===== src/rtl/lsm_pkg.sv =====
// Shared types for the transfer sequencer.
package lsm_pkg;
    // Sequencer phases: idle, issuing accesses, completion/writeback cycle.
    typedef enum logic [1:0] {
        ST_IDLE = 2'd0,
        ST_RUN  = 2'd1,
        ST_FIN  = 2'd2
    } lsm_state_e;
endpackage


===== src/rtl/lsm_pick.sv =====
// Lowest-set-bit finder.
// Gives the index of the lowest set bit of vec, and whether any bit is set.
// Assumes NREG >= 2. idx is 0 when vec is empty.
module lsm_pick #(
    parameter int NREG  = 16,
    localparam int IDX_W = $clog2(NREG)
) (
    input  logic [NREG-1:0]  vec,
    output logic [IDX_W-1:0] idx,
    output logic             any
);
    // Scan from the top down so the lowest set bit is written last.
    always_comb begin
        idx = '0;
        for (int i = NREG - 1; i >= 0; i--) begin
            if (vec[i]) idx = IDX_W'(i);
        end
    end

    // Flag a non-empty vector.
    assign any = |vec;
endmodule


===== src/rtl/lsm_popcnt.sv =====
// Population counter.
// Counts the set bits of vec. The result width holds NREG itself.
module lsm_popcnt #(
    parameter int NREG  = 16,
    localparam int CNT_W = $clog2(NREG + 1)
) (
    input  logic [NREG-1:0]  vec,
    output logic [CNT_W-1:0] cnt
);
    logic [CNT_W-1:0] part [NREG+1];

    assign part[0] = '0;

    // One adder stage per mask bit.
    for (genvar g = 0; g < NREG; g++) begin : g_add
        assign part[g+1] = part[g] + CNT_W'(vec[g]);
    end

    assign cnt = part[NREG];
endmodule


===== src/rtl/lsm_seq.sv =====
// Load/store multiple transfer sequencer (top).
// Walks a register mask lowest index first and makes one word access per
// set bit at consecutive word addresses. Finishes with a one-cycle done pulse
// that may carry a base writeback. Assumes the register file read port is
// combinational and that memory samples an access on the cycle mem_ready=1.
module lsm_seq #(
    parameter int ADDR_W = 32,
    parameter int DATA_W = 32,
    parameter int NREG   = 16,
    localparam int IDX_W = $clog2(NREG),
    localparam int CNT_W = $clog2(NREG + 1),
    localparam int WORD_B = 4
) (
    input  logic              clk,
    input  logic              rst_n,
    input  logic              start,
    input  logic [NREG-1:0]   mask,
    input  logic [ADDR_W-1:0] base_addr,
    input  logic [IDX_W-1:0]  base_idx,
    input  logic              pre_inc,
    input  logic              wb_en,
    input  logic              is_load,
    output logic              mem_req,
    output logic              mem_we,
    output logic [ADDR_W-1:0] mem_addr,
    output logic [DATA_W-1:0] mem_wdata,
    input  logic              mem_ready,
    input  logic [DATA_W-1:0] mem_rdata,
    output logic [IDX_W-1:0]  rf_raddr,
    input  logic [DATA_W-1:0] rf_rdata,
    output logic              rf_we,
    output logic [IDX_W-1:0]  rf_waddr,
    output logic [DATA_W-1:0] rf_wdata,
    output logic              done,
    output logic              busy
);
    import lsm_pkg::*;

    lsm_state_e        state;
    logic [NREG-1:0]   pend;
    logic [ADDR_W-1:0] cur_addr;
    logic [ADDR_W-1:0] end_addr;
    logic [IDX_W-1:0]  wb_idx;
    logic              wb_q;
    logic              load_q;

    logic [IDX_W-1:0]  cur_idx;
    logic              pend_any;
    logic [CNT_W-1:0]  sel_cnt;
    logic [NREG-1:0]   pend_next;
    logic              run_step;

    lsm_pick #(.NREG(NREG)) u_pick (
        .vec (pend),
        .idx (cur_idx),
        .any (pend_any)
    );

    lsm_popcnt #(.NREG(NREG)) u_cnt (
        .vec (mask),
        .cnt (sel_cnt)
    );

    // Clear the lowest pending bit once the current access is accepted.
    assign pend_next = pend & (pend - NREG'(1));
    // An access completes this cycle.
    assign run_step  = (state == ST_RUN) && mem_ready;

    // Sequencer state, pending mask and address tracking.
    always_ff @(posedge clk) begin
        if (!rst_n) begin
            state    <= ST_IDLE;
            pend     <= '0;
            cur_addr <= '0;
            end_addr <= '0;
            wb_idx   <= '0;
            wb_q     <= 1'b0;
            load_q   <= 1'b0;
        end else begin
            case (state)
                ST_IDLE: begin
                    if (start) begin
                        pend     <= mask;
                        cur_addr <= pre_inc ? base_addr + ADDR_W'(WORD_B) : base_addr;
                        end_addr <= base_addr + (ADDR_W'(sel_cnt) << 2);
                        wb_idx   <= base_idx;
                        wb_q     <= wb_en;
                        load_q   <= is_load;
                        state    <= (|mask) ? ST_RUN : ST_FIN;
                    end
                end
                ST_RUN: begin
                    if (run_step) begin
                        pend     <= pend_next;
                        cur_addr <= cur_addr + ADDR_W'(WORD_B);
                        if (pend_next == '0) state <= ST_FIN;
                    end
                end
                default: state <= ST_IDLE;
            endcase
        end
    end

    // Memory-side outputs.
    always_comb begin
        mem_req   = (state == ST_RUN) && pend_any;
        mem_we    = mem_req && !load_q;
        mem_addr  = cur_addr;
        mem_wdata = rf_rdata;
    end

    // Register-file outputs: load data in RUN, base writeback in FIN.
    always_comb begin
        rf_raddr = cur_idx;
        rf_we    = 1'b0;
        rf_waddr = cur_idx;
        rf_wdata = mem_rdata;
        if (run_step && load_q) begin
            rf_we = 1'b1;
        end else if (state == ST_FIN && wb_q) begin
            rf_we    = 1'b1;
            rf_waddr = wb_idx;
            rf_wdata = DATA_W'(end_addr);
        end
    end

    // Status.
    assign done = (state == ST_FIN);
    assign busy = (state != ST_IDLE);
endmodule


===== config.mk =====
export PLATFORM = sky130hd
export DESIGN_NAME = lsm_seq
export DESIGN_NICKNAME = d
export VERILOG_FILES = /design/src/rtl/lsm_pkg.sv /design/src/rtl/lsm_pick.sv /design/src/rtl/lsm_popcnt.sv /design/src/rtl/lsm_seq.sv
export SDC_FILE = /design/constraint.sdc
export NUM_CORES = 1
export LEC_CHECK = 0
export ABC_CLOCK_PERIOD_IN_PS = 6130
export BUFFER_PORTS_ARGS = -buffer_cell sky130_fd_sc_hd__buf_2
export CAP_MARGIN = 10
export CELL_PAD_IN_SITES_DETAIL_PLACEMENT = 0
export CELL_PAD_IN_SITES_GLOBAL_PLACEMENT = 1
export CORE_UTILIZATION = 37
export CTS_BUF_LIST = sky130_fd_sc_hd__clkbuf_4
export CTS_CLUSTER_DIAMETER = 40
export DETAILED_ROUTE_END_ITERATION = 16
export PLACE_DENSITY_LB_ADDON = 0.2
export SYNTH_ARGS = -nofsm -noshare
export SYNTH_HDL_FRONTEND = slang
export SYNTH_HIERARCHICAL = 1
export SYNTH_SLANG_ARGS = --single-unit

===== constraint.sdc =====
create_clock -name clk -period 6.13 [get_ports clk]
set_input_delay 0.9195 -clock clk [delete_from_list [all_inputs] [get_ports clk]]
set_output_delay 0.9195 -clock clk [all_outputs]
set_load 0.05 [all_outputs]

==> flow_metrics.tcl <==
set metrics [dict create \
    status "completed" \
    report.final.slew_viol_count 0 \
    gp_congestion 0.8224 \
    seqPwrFrac_pct 27.8 \
    irDropWorstVdd_mv 0.3652 \
    place.port_buffers 167 \
    drt_iter0_drc 336 \
    finalNetCount 1114 \
    num_rows 48 \
    p_leak_nw 3.092 \
    netlist_area_um2 6725 \
    track_usage_pct 23.45 \
    synthArstFlopShare_pct 0 \
    syn_area_per_cell_um2 7.775 \
    setup_viol 0 \
    cts-resized-gates 0 \
    powerDensity_nw_per_um2 452.9 \
    grt_max_degree 74 \
    clkPwrFrac_pct 12.4 \
    die_w_um 136.8 \
    fill_cells 1843 \
    htree_levels 3 \
    dieArea_um2 18720 \
    die_y_um 136.8 \
    clock_latency_ns 0.47 \
    ys_types 68 \
    min-delay-path-class "reg2reg" \
    max_freq_mhz 190.3 \
    synth_seq_area_share_pct 26.20 \
    finClkSkew_ns 0.01673 \
    dp_hpwl_um 15660 \
    critPathKind "in2reg" \
    cp-end-kind "flop" \
    reg2regPathDepth 6 \
    ys_ff_latch 88 \
    antenna_found_initial 1 \
    maxCapViolCount 0 \
    core_um2 17540 \
    tightest_slew_ns 1.150 \
    clock_path_buffers 2 \
    gr-total-overflow 0 \
    areaGrowthSynthToFinish_pct 13.88 \
    dp_cells 1182 \
    final_cells 1199 \
    cp_max_fo 12 \
    root_buffer "clkbuf_4" \
    yosysWarnings 6 \
    tns_ns 0 \
    wl_per_cell_um 18.17 \
    dr.pass1.iters 5 \
    postSynthCellCount 865 \
    slew_headroom_pct 23.10 \
    rsz0062_at_grt "no" \
    start_kind "primary input" \
    route.detailed.drc 0 \
    via_count 6603 \
    swShare_pct 53.83 \
    p_int_mw 1.602 \
    synth_ff_type "dfxtp_1" \
    combPwrFrac_pct 59.9 \
    hold_depth 2 \
    crit_arrival_ns 5.66 \
    p_switching_mw 1.867 \
    synth_enable_flop_cells 0 \
    cpPeakStageDelay_ns 0.56 \
    slowest_stage "fa_1" \
    via_per_inst 5.507 \
    grt_pass1_wl_um 33620 \
    layout_common_cells "buf_2 (167), nand2_1 (90), a21oi_1 (88), dfxtp_1 (88), o21ai_0 (65)" \
    crit_top_cell "fa_1" \
    cts_hold_buf 0 \
    clock_sinks 88 \
    wl_um 21780 \
    start_util_pct 38.35 \
    numCtsBuffers 9 \
    period_minus_slack_ns 5.254 \
    cts_tree "yes" \
    first_global_vias 6067 \
    clk_pin_slew_worst_paths_ns 0.15 \
    drive_gt1_share_pct 27.13 \
    ant_nets 0 \
    hold_viol 0 \
    crit_required_ns 6.54 \
    io_pins 232 \
    fin_crit_sh_pct 85.71 \
    syn-num-nets 1011 \
    postCtsSetupBuffers 0 \
    layout_commonest_cell "buf_2" \
    worstPathCellList "buf_2 -> inv_1 -> fa_1 -> fa_1 -> fa_1 -> fa_1 -> inv_1 -> ha_1 -> inv_1 -> fa_1 -> inv_1 -> inv_1 -> fa_1 -> nor2b_1 -> o21ai_0 -> a21boi_1 -> buf_4 -> o211ai_1 -> or3_1 -> a31oi_1" \
]
## flip-flops by register name, summed over array words and instances, names as in the netlist
register,cells
wb_idx,4
load_q,1
wb_q,1
state,2
end_addr,32
mem_addr,32
pend,16
## power groups by stage
stage	clock, mW	combinational (mW)	sequential [mW]
detailed placement	0	2.08	0.972
floorplan	0	1.39	1.14
global route	0.464	2.27	0.993
CTS	0.444	2.09	0.960
finish	0.428	2.08	0.963
global placement	0	2.07	0.975
## final cells by class
cell class                      instances  area (um2)  area share, %
Sequential cell                        88        1762          23.00
Clock inverter                          7       110.1          1.438
Clock buffer                            9       67.56         0.8822
Antenna cell                            1       2.502        0.03267
Timing Repair Buffer                  177       923.4          12.06
Tap cell                              225       281.5          3.676
Inverter                               37       138.9          1.813
Multi-Input combinational cell        655        4373          57.10
## kinds of logic after synthesis
logic type / count (synthesis) / synth area share [%]
AND/OR/NAND/NOR: 307 / 25.10
AO/OA/AOI/OAI: 232 / 20.69
buffers and inverters: 122 / 9.004
flip-flops: 88 / 26.20
XOR/XNOR: 54 / 7.033
multiplexers: 38 / 6.326
adder cells (fa/ha/maj): 24 / 5.656
## critical path, delay by kind of cell
| family | cells | cell delay [ns] |
|---|---|---|
| AOI/OAI and AO/OA | 4 | 0.54 |
| adders and majority gates | 7 | 3.04 |
| buffers and inverters | 7 | 0.66 |
| and+or+nand+nor | 2 | 0.47 |
## synthesized netlist by cell type (3+ instances only)
master / number / area [um2]
clkbuf_1: 36 / 135.1
o2111ai_1: 4 / 35.03
o21a_1: 5 / 37.54
o21ai_0: 65 / 325.3
xor2_1: 23 / 201.4
xnor2_1: 31 / 271.5
and2_1: 7 / 43.79
o31ai_1: 3 / 22.52
nor4_1: 10 / 62.56
o22ai_1: 5 / 31.28
nor2_1: 52 / 195.2
ha_1: 12 / 150.1
buf_1: 4 / 15.01
inv_1: 37 / 138.9
a31oi_1: 8 / 50.05
a41oi_1: 3 / 26.28
nand2b_1: 4 / 25.02
o211ai_1: 10 / 75.07
nand3_1: 31 / 155.2
a211oi_1: 9 / 67.56
nand4_1: 21 / 131.4
nor2b_1: 6 / 37.54
nor2_2: 4 / 25.02
a22oi_1: 11 / 82.58
a21o_1: 4 / 30.03
nor3b_1: 3 / 22.52
and4_1: 6 / 52.55
mux2_2: 36 / 405.4
nor4_2: 8 / 100.1
dfxtp_1: 88 / 1762
nor3_1: 25 / 125.1
buf_2: 9 / 45.04
and3_1: 9 / 56.30
a21oi_1: 89 / 445.4
buf_4: 34 / 255.2
nand2_1: 91 / 341.6
fa_1: 11 / 220.2
nor3_2: 3 / 30.03
o221ai_1: 4 / 35.03
or3_1: 9 / 56.30
## per-layer routing
layer	GRT usage (%)	wire length (um)	vias to the layer above
li1	-	-	3276
met2	37.96	9988	185
met1	31.64	10280	3127
met5	0	0	-
met3	5.370	1241	15
met4	5.067	276	0
## path summary, 6_finish.rpt
kind,start,to,slack [ns]
worst max-delay path,mask[0],end_addr[24]$_SDFFE_PN0P_,0.88
worst min-delay path,mem_addr[0]$_SDFFE_PN0P_,mem_addr[0]$_SDFFE_PN0P_,0.46
worst max register to register,state[0]$_SDFFE_PN0P_,mem_addr[31]$_SDFFE_PN0P_,3.54
worst min register to register,mem_addr[0]$_SDFFE_PN0P_,mem_addr[0]$_SDFFE_PN0P_,0.46
## stage by stage
step	setup WS (ns)	util, %	power, mW	hold slack [ns]	area (um2)
after floorplan	0.7883	-	2.532	0.4294	6725
after global placement	0.4555	42.64	3.044	0.4422	7478
after detailed placement	0.3563	42.64	3.052	0.4475	7478
after CTS	0.8762	43.66	3.494	0.4670	7656
after global routing	0.6124	43.67	3.726	0.4795	7659
final	0.8760	43.67	3.469	0.4621	7659
No activity file was read; power rests on OpenSTA's default activity.
